===== src/rtl/cpd_pkg.sv =====
package cpd_pkg;

    typedef enum logic [1:0] {
        OP_ACCESS  = 2'd0,
        OP_PFX_SET = 2'd1,
        OP_PFX_CLR = 2'd2
    } op_e;

    typedef struct packed {
        logic       ext;
        logic       wr;
        logic [4:0] addr;
    } acc_t;

    typedef struct packed {
        logic blk;
        logic fastwr;
        logic io16;
    } mods_t;

    localparam logic [4:0] RA_STATUS = 5'd0;
    localparam logic [4:0] RA_VER    = 5'd1;
    localparam logic [4:0] RA_RAM    = 5'd3;
    localparam logic [4:0] RA_LEN    = 5'd8;

endpackage


===== src/rtl/cpd_classify.sv =====
module cpd_classify
    import cpd_pkg::*;
(
    input  logic [7:0] cmd,
    output op_e        op,
    output acc_t       acc,
    output mods_t      mask
);
    always_comb begin
        unique case (cmd[7:5])
            3'b111:  op = OP_PFX_SET;
            3'b110:  op = OP_PFX_CLR;
            default: op = OP_ACCESS;
        endcase
        acc.ext     = cmd[6];
        acc.wr      = cmd[5];
        acc.addr    = cmd[4:0];
        mask.io16   = cmd[0];
        mask.fastwr = cmd[2];
        mask.blk    = cmd[3];
    end
endmodule


===== src/rtl/cpd_prefix_reg.sv =====
module cpd_prefix_reg
    import cpd_pkg::*;
(
    input  logic  clk,
    input  logic  rst_n,
    input  logic  set_en,
    input  logic  clr_en,
    input  mods_t mask,
    output mods_t mods
);
    typedef struct packed {
        mods_t mods;
    } st_t;

    st_t st_d, st_q;

    always_comb begin
        st_d = st_q;
        if (set_en)
            st_d.mods = st_q.mods | mask;
        else if (clr_en)
            st_d.mods = st_q.mods & ~mask;
    end

    always_ff @(posedge clk or negedge rst_n) begin
        if (!rst_n) st_q <= '0;
        else        st_q <= st_d;
    end

    assign mods = st_q.mods;

    // without a prefix command the modifiers hold
    p_prefix_hold_r3: assert property (@(posedge clk) disable iff (!rst_n)
        (!set_en && !clr_en) |=> $stable(mods));

    // a set never clears a bit
    p_set_no_clear_r2: assert property (@(posedge clk) disable iff (!rst_n)
        set_en |=> ((mods & $past(mods)) == $past(mods)));
endmodule


===== src/rtl/cpd_intregs.sv =====
module cpd_intregs
    import cpd_pkg::*;
#(
    parameter logic [7:0] VERSION   = 8'h0C,
    parameter logic [7:0] RAM_RESET = 8'h02,
    parameter int         LEN_BYTES = 3
) (
    input  logic                   clk,
    input  logic                   rst_n,
    input  logic                   sel_new,
    input  logic                   wr_en,
    input  logic [4:0]             addr,
    input  logic [7:0]             wdata,
    input  logic                   irq,
    output logic [7:0]             rdata,
    output logic [8*LEN_BYTES-1:0] blk_len,
    output logic [1:0]             ext_out
);
    localparam int IDXW = $clog2(LEN_BYTES + 1);

    typedef struct packed {
        logic [7:0]                ram;
        logic [1:0]                ext_out;
        logic [LEN_BYTES-1:0][7:0] len;
        logic [IDXW-1:0]           idx;
    } st_t;

    st_t st_d, st_q;

    always_comb begin
        st_d = st_q;
        if (sel_new) begin
            st_d.idx = '0;
        end else if (wr_en) begin
            unique case (addr)
                RA_VER: st_d.ext_out = wdata[7:6];
                RA_RAM: st_d.ram     = wdata;
                RA_LEN: begin
                    for (int i = 0; i < LEN_BYTES; i++)
                        if (st_q.idx == IDXW'(i)) st_d.len[i] = wdata;
                    if (st_q.idx < IDXW'(LEN_BYTES))
                        st_d.idx = st_q.idx + 1'b1;
                end
                default: ;
            endcase
        end
    end

    always_ff @(posedge clk or negedge rst_n) begin
        if (!rst_n) begin
            st_q     <= '0;
            st_q.ram <= RAM_RESET;
        end else begin
            st_q <= st_d;
        end
    end

    always_comb begin
        unique case (addr)
            RA_STATUS: rdata = {7'b0, irq};
            RA_VER:    rdata = VERSION;
            RA_RAM:    rdata = st_q.ram;
            default:   rdata = 8'h00;
        endcase
    end

    for (genvar g = 0; g < LEN_BYTES; g++) begin : g_len
        assign blk_len[8*g +: 8] = st_q.len[g];
    end

    assign ext_out = st_q.ext_out;

    // ext_out moves only on a write to the version address
    p_extout_src_r7: assert property (@(posedge clk) disable iff (!rst_n)
        (ext_out != $past(ext_out)) |-> $past(wr_en && addr == RA_VER));

    // length bytes change only on a length write
    p_len_src_r9: assert property (@(posedge clk) disable iff (!rst_n)
        (blk_len != $past(blk_len)) |-> $past(wr_en && addr == RA_LEN && !sel_new));
endmodule


===== src/rtl/cp_decoder.sv =====
module cp_decoder
    import cpd_pkg::*;
#(
    parameter logic [7:0] VERSION   = 8'h0C,
    parameter logic [7:0] RAM_RESET = 8'h02,
    parameter int         LEN_BYTES = 3
) (
    input  logic                   clk,
    input  logic                   rst_n,
    input  logic [7:0]             host_data,
    input  logic                   cmd_stb,
    input  logic                   dat_stb,
    input  logic                   irq_in,
    input  logic [7:0]             ext_rdata,
    output logic [7:0]             host_rdata,
    output logic                   host_rvalid,
    output logic [3:0]             ext_addr,
    output logic                   ext_ctl_sel,
    output logic                   ext_wr,
    output logic [7:0]             ext_wdata,
    output logic                   ext_rd,
    output logic                   mod_io16,
    output logic                   mod_fastwr,
    output logic                   mod_blk,
    output logic [8*LEN_BYTES-1:0] blk_len,
    output logic [1:0]             ext_out
);
    typedef struct packed {
        logic       cmd_valid;
        acc_t       acc;
        logic       ext_wr;
        logic [7:0] wdata;
        logic [7:0] rdata;
        logic       rvalid;
    } st_t;

    st_t   st_d, st_q;
    op_e   op;
    acc_t  acc_in;
    mods_t mask, mods;
    logic  take_dat, sel_new, pfx_set, pfx_clr, int_wr, rd_hit;
    logic [7:0] int_rdata;

    cpd_classify u_cls (
        .cmd  (host_data),
        .op   (op),
        .acc  (acc_in),
        .mask (mask)
    );

    cpd_prefix_reg u_pfx (
        .clk    (clk),
        .rst_n  (rst_n),
        .set_en (pfx_set),
        .clr_en (pfx_clr),
        .mask   (mask),
        .mods   (mods)
    );

    cpd_intregs #(
        .VERSION   (VERSION),
        .RAM_RESET (RAM_RESET),
        .LEN_BYTES (LEN_BYTES)
    ) u_regs (
        .clk     (clk),
        .rst_n   (rst_n),
        .sel_new (sel_new),
        .wr_en   (int_wr),
        .addr    (st_q.acc.addr),
        .wdata   (host_data),
        .irq     (irq_in),
        .rdata   (int_rdata),
        .blk_len (blk_len),
        .ext_out (ext_out)
    );

    always_comb begin
        take_dat = dat_stb && !cmd_stb && st_q.cmd_valid;
        sel_new  = cmd_stb && (op == OP_ACCESS);
        pfx_set  = cmd_stb && (op == OP_PFX_SET);
        pfx_clr  = cmd_stb && (op == OP_PFX_CLR);
        int_wr   = take_dat && st_q.acc.wr && !st_q.acc.ext;
        rd_hit   = take_dat && !st_q.acc.wr;
        ext_rd   = rd_hit && st_q.acc.ext;

        st_d        = st_q;
        st_d.ext_wr = take_dat && st_q.acc.wr && st_q.acc.ext;
        st_d.rvalid = rd_hit;
        if (sel_new) begin
            st_d.cmd_valid = 1'b1;
            st_d.acc       = acc_in;
        end
        if (st_d.ext_wr)
            st_d.wdata = host_data;
        if (rd_hit)
            st_d.rdata = st_q.acc.ext ? ext_rdata : int_rdata;
    end

    always_ff @(posedge clk or negedge rst_n) begin
        if (!rst_n) st_q <= '0;
        else        st_q <= st_d;
    end

    assign host_rdata  = st_q.rdata;
    assign host_rvalid = st_q.rvalid;
    assign ext_addr    = st_q.acc.addr[3:0];
    assign ext_ctl_sel = st_q.acc.addr[3];
    assign ext_wr      = st_q.ext_wr;
    assign ext_wdata   = st_q.wdata;
    assign mod_io16    = mods.io16;
    assign mod_fastwr  = mods.fastwr;
    assign mod_blk     = mods.blk;

    // a write pulse follows a data strobe taken without a command
    p_wr_after_strobe_r4: assert property (@(posedge clk) disable iff (!rst_n)
        ext_wr |-> $past(dat_stb && !cmd_stb));

    // the write pulse lasts one cycle unless strobes come back to back
    p_wr_single_r4: assert property (@(posedge clk) disable iff (!rst_n)
        (ext_wr && !dat_stb) |=> !ext_wr);

    // read data valid follows a data strobe
    p_rvalid_src_r5: assert property (@(posedge clk) disable iff (!rst_n)
        host_rvalid |-> $past(dat_stb && !cmd_stb));

    // read request and write pulse never coincide
    p_rd_wr_excl_r5: assert property (@(posedge clk) disable iff (!rst_n)
        !(ext_rd && ext_wr));

    // the command strobe always wins over the data strobe
    p_cmd_wins_r10: assert property (@(posedge clk) disable iff (!rst_n)
        (cmd_stb && dat_stb) |=> (!ext_wr && !host_rvalid));
endmodule


===== config.mk =====
export PLATFORM = sky130hd
export DESIGN_NAME = cp_decoder
export DESIGN_NICKNAME = d
export VERILOG_FILES = /design/src/rtl/cpd_pkg.sv /design/src/rtl/cpd_classify.sv /design/src/rtl/cpd_prefix_reg.sv /design/src/rtl/cpd_intregs.sv /design/src/rtl/cp_decoder.sv
export SDC_FILE = /design/constraint.sdc
export NUM_CORES = 1
export LEC_CHECK = 0
export CAP_MARGIN = 20
export CORE_ASPECT_RATIO = 1.1
export CORE_UTILIZATION = 45
export CTS_CLUSTER_DIAMETER = 50
export DETAILED_ROUTE_END_ITERATION = 10
export PLACE_DENSITY = 0.83
export SYNTH_ARGS = -nofsm -noshare
export SYNTH_HDL_FRONTEND = slang
export SYNTH_SLANG_ARGS = --single-unit

===== constraint.sdc =====
create_clock -name clk -period 1.95 [get_ports clk]
set_input_delay 0.195 -clock clk [delete_from_list [all_inputs] [get_ports clk]]
set_output_delay 0.195 -clock clk [all_outputs]
set_load 0.02 [all_outputs]

==> results of run 1 <==
[state kept, by name (all words and copies together), names as in the netlist, named ones only]
register and flops:
u_regs.blk_len 24, u_regs.st_q 10, ext_wdata 8, host_rdata 8, ext_addr 4, st_q 4, u_regs.ext_out 2, ext_wr 1
host_rvalid 1
[power groups by stage]
stage                     combinational [mW]  clock [mW]  sequential, mW
after floorplan                        0.620           0            1.64
after global placement                 0.899           0            1.64
after detailed placement               0.921           0            1.64
after CTS                              0.926        1.12            1.62
after global routing                   0.985        1.18            1.64
final                                  0.919        1.10            1.62
[cell usage in the layout, fill, tap and decap left out, drive strengths merged]
| cell type | n |
|---|---|
| or3 | 1 |
| nand3 | 4 |
| a31oi | 7 |
| nand2 | 33 |
| nor4bb | 1 |
| nor4 | 4 |
| buf | 26 |
| clkinv | 2 |
| dlygate4sd2 | 1 |
| nor2 | 7 |
| and2 | 1 |
| bufinv | 1 |
| nor4b | 1 |
| clkdlybuf4s50 | 71 |
| o21ai | 1 |
| and3 | 1 |
| nand4 | 6 |
| a21bo | 1 |
| mux2 | 45 |
| o21a | 1 |
| a21boi | 1 |
| or4b | 2 |
| inv | 8 |
| dlygate4sd3 | 1 |
| a41oi | 1 |
| nand2b | 4 |
| dfrtp | 64 |
| and4b | 2 |
| dfstp | 1 |
| ha | 4 |
| clkbuf | 13 |
| mux2i | 3 |
[final cells by class]
| class | count | area [µm²] | area share |
|---|---|---|---|
| flip-flops and latches | 65 | 1630 | 0.411 |
| multi-input cells | 131 | 1080 | 0.272 |
| repair buffers | 99 | 938 | 0.237 |
| clock buffers | 13 | 149 | 0.0375 |
| well taps | 82 | 103 | 0.0259 |
| clock inverters | 3 | 40.0 | 0.0101 |
| inverters | 8 | 30.0 | 0.00757 |
[metal layers]
metal  part of all wire  GRT usage  up-vias
li1                   -          -      946
met1               0.42      0.241      999
met2               0.51      0.338       60
met3              0.056     0.0500        7
met4              0.013     0.0747        0
met5                  0          0        -
[cell families (layout without fill, tap and decap cells)]
group	after synthesis	after routing	synth area share
flops	65	65	0.524
buf+inv	64	123	0.133
fa+ha+maj	4	4	0.0161
mux	48	48	0.173
compound gates	12	12	0.0266
simple gates	67	67	0.127
[worst reg2reg max path: stages, from the launching register on]
cell     delay, ns
dfrtp_1       0.40
or4b_4        0.49
buf_6         0.15
nor4_4        0.18
buf_4         0.21
mux2_2        0.33
[per-stage QoR]
| step | area (µm²) | setup TNS [ns] | instances | setup WS, ns |
|---|---|---|---|---|
| finish | 3970 | 0 | 401 | 0.0590 |
| global placement | 3760 | -3.75 | 384 | -0.192 |
| global route | 3970 | 0 | 401 | 0.00588 |
| detailed placement | 3760 | -4.39 | 384 | -0.221 |
| CTS | 3950 | 0 | 401 | 0.0268 |
| floorplan | 3110 | 0 | 260 | 0.0568 |
[repair_timing]
action	in CTS	in global routing
hold buffers	1	0
setup endpoints to repair	1	5
gates resized for setup	1	3
endpoints found under the hold margin	10	0
[worst paths after layout]
check | startpoint | to | slack, ns | depth (start not counted)
hold / removal | rst_n | host_rdata[5] | 0.27 | 2
setup reg to reg | st_q[24] | u_regs.blk_len[5] | 0.06 | 5
min in group clk | ext_rdata[7] | host_rdata[7] | 0.44 | 3
setup / recovery | st_q[24] | u_regs.blk_len[5] | 0.06 | 5
hold reg to reg | u_regs.blk_len[22] | u_regs.blk_len[22] | 0.49 | 1
max in group asynchronous | rst_n | ext_addr[3] | 0.97 | 3
==> impl_metrics.json, run 1 <==
{
  "status": "completed",
  "worstPathMaxFanout": 5,
  "cp_slowest_cell": "or4b_4",
  "ys_top_cells_by_count": "64 x dfrtp_1, 46 x buf_4, 44 x mux2_2",
  "final_nets": 339,
  "die_h_um": 89.1,
  "fin_util": 0.598,
  "fin_worst_skew_ns": 0.00740,
  "required_ns": 2.17,
  "hpwl_mm": 4.80,
  "max_stage_delay_ns": 0.49,
  "postSynthCellCount": 260,
  "die_w_um": 81.2,
  "synth_area_leaders": "dfrtp_1 52%, mux2_2 16%, buf_4 11%",
  "route.detailed.drc": 0,
  "crit_family": "simple AND/OR/NAND/NOR gates",
  "yosys_register_bits": 65,
  "async_flop_share": 1.00,
  "dieArea_mm2": 0.00723,
  "postRouteAntennaNets": 0,
  "tightest_slew_ns": 0.392,
  "relSlewSlack": 0.738,
  "synth_area_leader_cell": "dfrtp_1",
  "leakage_nw": 1.85,
  "critPathLaunchType": "flop",
  "antenna_cells": 0,
  "cts_buffer_depth": 2,
  "design.core.area_mm2": 0.00663,
  "critPathArrivalTime_ns": 2.11,
  "post-synth-top-count-cell": "dfrtp_1",
  "via_per_inst": 5.02,
  "yosys_warnings": 0,
  "syn_nets": 285,
  "portBuffers": 73,
  "p_int_mw": 2.62,
  "drive_gt1_frac": 0.295,
  "worstPathCellList": "or4b_4, buf_6, nor4_4, buf_4, mux2_2",
  "placementRows": 31,
  "cts_made_buffers": 9,
  "syn-cell-area_mm2": 0.00310,
  "dr.pass1.iters": 4,
  "power_mw": 3.64,
  "post-cts-setup-buffers": 0,
  "clock.fmax_ghz": 0.529,
  "rsz0062_at_grt": "no",
  "maxSlewViolCount": 0,
  "end_kind": "flop",
  "clock_power_share": 0.303,
  "ir_drop_mv": 0.683,
  "antenna_found_initial": 0,
  "grt_pass1_vias": 2105,
  "area_growth_pct": 27.8,
  "cts.sinks": 65,
  "drtIter0Drc": 96,
  "p_seq_frac": 0.445,
  "p_sw_mw": 1.03,
  "worstSkewPairLatency_ns": 0.34,
  "cts_tree": "yes",
  "gr-total-overflow": 0,
  "synthDistinctLibCells": 31,
  "grt_max_degree": 32,
  "seq_area_frac_synth": 0.524,
  "vias": 2012,
  "cap_violations": 0,
  "grt_util_all_layers": 0.198,
  "setup_viol": 0,
  "period_share": 0.970,
  "grt_first_pass_wirelength_mm": 10.5,
  "pin_count": 74,
  "synthFlopType": "dfrtp_1",
  "path_buf_inv": 2,
  "synth_top_area_frac": 0.516,
  "fillers": 526,
  "wl_mm": 6.54,
  "htreeDepth": 3,
  "min_path_type": "in -> async",
  "min_period_ns": 1.89,
  "crit_type": "reg -> reg",
  "clockRootBuffer": "clkbuf_8",
  "start_util": 0.468,
  "path_clk_slew_ns": 0.07,
  "p_sw_frac": 0.282,
  "synth-edff-count": 0,
  "combPwrFrac": 0.252,
  "globalplace.congestion": 0.755,
  "wl_per_cell_um": 16.3,
  "cellPowerDensity_mw_per_mm2": 919,
  "synth_area_per_cell_um2": 11.9,
  "finalHoldViolCount": 0,
  "hold-worst-slack_ns": 0.268
}
Power figures use the tool's default switching activity.
==> run 2, diff against run 1 <==
--- a/config.mk
+++ b/config.mk
@@ -7,10 +7,12 @@
 export LEC_CHECK = 0
 export CAP_MARGIN = 20
 export CORE_ASPECT_RATIO = 1.1
+export CORE_MARGIN = 2
 export CORE_UTILIZATION = 45
 export CTS_CLUSTER_DIAMETER = 50
 export DETAILED_ROUTE_END_ITERATION = 10
-export PLACE_DENSITY = 0.83
+export PLACE_DENSITY = 0.76
+export SLEW_MARGIN = 30
 export SYNTH_ARGS = -nofsm -noshare
 export SYNTH_HDL_FRONTEND = slang
 export SYNTH_SLANG_ARGS = --single-unit
==> run 2 against run 1 <==
  * Power is 0.27% higher
  * Count of clock-buffer cells in the layout stayed put
  * Critical path depth stayed put
  * Clock power hardly changed
  * Sequential share of layout area is 0.065 points higher
  * Via count is 1.5% lower
  * Final cell count is 1.0% lower
  * Maximum frequency is 1.7% lower
  * Hold slack better by 0.10 ns
  * Critical endpoint is now u_regs.blk_len[8]
  * Largest power group unchanged
==> impl_metrics.json, run 2 (synthesis gave the netlist of run 1 again) <==
{
  "area_growth_pct": 27.6,
  "maxSlewViolCount": 0,
  "crit_type": "reg -> reg",
  "ir_drop_mv": 0.484,
  "cellPowerDensity_mw_per_mm2": 923,
  "p_int_mw": 2.61,
  "grt_first_pass_wirelength_mm": 10.6,
  "postRouteAntennaNets": 0,
  "globalplace.congestion": 0.839,
  "route.detailed.drc": 0,
  "leakage_nw": 1.83,
  "design.core.area_mm2": 0.00663,
  "vias": 1981,
  "die_w_um": 83.2,
  "rsz0062_at_grt": "yes",
  "wl_per_cell_um": 16.3,
  "htreeDepth": 3,
  "gr-total-overflow": 0,
  "cts.sinks": 65,
  "antenna_cells": 0,
  "period_share": 0.987,
  "relSlewSlack": 0.632,
  "critPathArrivalTime_ns": 2.16,
  "clock_power_share": 0.306,
  "grt_util_all_layers": 0.181,
  "cts_made_buffers": 9,
  "post-cts-setup-buffers": 0,
  "min_path_type": "in -> async",
  "min_period_ns": 1.92,
  "p_seq_frac": 0.445,
  "hpwl_mm": 4.76,
  "portBuffers": 73,
  "cts_tree": "yes",
  "wl_mm": 6.48,
  "drive_gt1_frac": 0.283,
  "reg2reg_from": "ext_addr[2]",
  "path_clk_slew_ns": 0.07,
  "grt_max_degree": 30,
  "largest_reg_flops": 24,
  "combPwrFrac": 0.249,
  "end_kind": "flop",
  "clockRootBuffer": "clkbuf_8",
  "dieArea_mm2": 0.00758,
  "max_stage_delay_ns": 0.52,
  "die_h_um": 91.1,
  "start_util": 0.468,
  "placementRows": 31,
  "required_ns": 2.19,
  "ff2ff_path_depth": 5,
  "drtIter0Drc": 120,
  "antenna_found_initial": 0,
  "critPathLaunchType": "flop",
  "worstPathMaxFanout": 5,
  "grt_pass1_vias": 2052,
  "dr.pass1.iters": 5,
  "p_sw_mw": 1.04,
  "via_per_inst": 4.99,
  "cts_buffer_depth": 2,
  "finalHoldViolCount": 0,
  "ff2ff_setup_slack_ns": 0.03,
  "fin_worst_skew_ns": 0.00988,
  "setup_viol": 0,
  "power_mw": 3.65,
  "worstSkewPairLatency_ns": 0.35,
  "final_cell_mix": "71 x clkdlybuf4s50_1, 63 x dfrtp_1, 40 x mux2_2",
  "final_common_cell": "clkdlybuf4s50_1",
  "clock.fmax_ghz": 0.520,
  "p_sw_frac": 0.285,
  "worstPathCellList": "or4b_1, buf_6, nor4_4, buf_4, mux2_2",
  "status": "completed",
  "cp_slowest_cell": "or4b_1",
  "pin_count": 74,
  "final_nets": 335,
  "cap_violations": 0,
  "fin_setup_tns_ns": 0,
  "tightest_slew_ns": 0.553,
  "r2r-end": "u_regs.blk_len[8]"
}
-- run 2: changes by cell type in the layout (fill, tap and decap cells not counted) --
| cell | delta |
|---|---|
| or4b_4 | -1 |
| mux2_4 | +4 |
| or4b_1 | +1 |
| mux2_2 | -4 |
| buf_4 | -5 |
| buf_12 | +1 |
-- run 2: power groups by stage --
stage	clock network, mW	logic, mW	registers (mW)
final	1.12	0.911	1.62
after global routing	1.20	0.971	1.65
after CTS	1.14	0.921	1.63
after global placement	0	0.900	1.64
after floorplan	0	0.620	1.64
after detailed placement	0	0.917	1.65
-- run 2: layout make-up --
type	instances	area, µm²
clock inverter	3	40.0
clock buffer	13	149
multi-input combinational	131	1090
fill	537	2670
sequential	65	1630
timing repair buffer	95	921
inverter	8	30.0
tap	82	103
-- run 2: stage by stage --
| stage | setup slack, ns | util | hold WS [ns] | cells | instance area (µm²) |
|---|---|---|---|---|---|
| global route | -0.0232 | 0.597 | 0.420 | 397 | 3960 |
| finish | 0.0257 | 0.597 | 0.371 | 397 | 3960 |
| detailed placement | -0.285 | 0.564 | 0.224 | 380 | 3740 |
| CTS | 0.00503 | 0.594 | 0.396 | 397 | 3940 |
| global placement | -0.274 | 0.564 | 0.211 | 380 | 3740 |
| floorplan | 0.0568 | - | -0.101 | 260 | 3110 |
-- run 2: how the worst max path moves through the flow --
stage                         end  depth (start not counted)   startpoint  slack, ns
2_1_floorplan  u_regs.blk_len[16]                          4  ext_addr[2]       0.06
3_3_place_gp    u_regs.blk_len[8]                          6      cmd_stb      -0.27
3_5_place_dp    u_regs.blk_len[8]                          6      cmd_stb      -0.29
4_1_cts         u_regs.blk_len[8]                          5  ext_addr[2]      0.005
5_1_grt         u_regs.blk_len[8]                          5  ext_addr[2]      -0.02
6_report        u_regs.blk_len[8]                          5  ext_addr[2]       0.03
-- run 2: routing by layer --
| layer | vias to the layer above | global-route usage | routed length (µm) | share of wire |
|---|---|---|---|---|
| met5 | - | 0 | 0 | 0 |
| met4 | 0 | 0.0574 | 63 | 0.0097 |
| met3 | 7 | 0.0664 | 350 | 0.054 |
| met2 | 52 | 0.298 | 3270 | 0.50 |
| met1 | 983 | 0.220 | 2790 | 0.43 |
| li1 | 939 | - | - | - |
-- run 2: critical path, delay by kind of cell, from the launching register on --
kind	cells	cell delay, ns
flops	1	0.38
buf+inv	2	0.37
simple gates	2	0.74
mux	1	0.33
-- run 2: timing repair --
| action | CTS | global route |
|---|---|---|
| gates resized for setup | 2 | 5 |
| hold endpoints to repair | 21 | 0 |
| endpoints found under the setup margin | 2 | 7 |
| cloned | 0 | 0 |
| hold buffers | 1 | 0 |
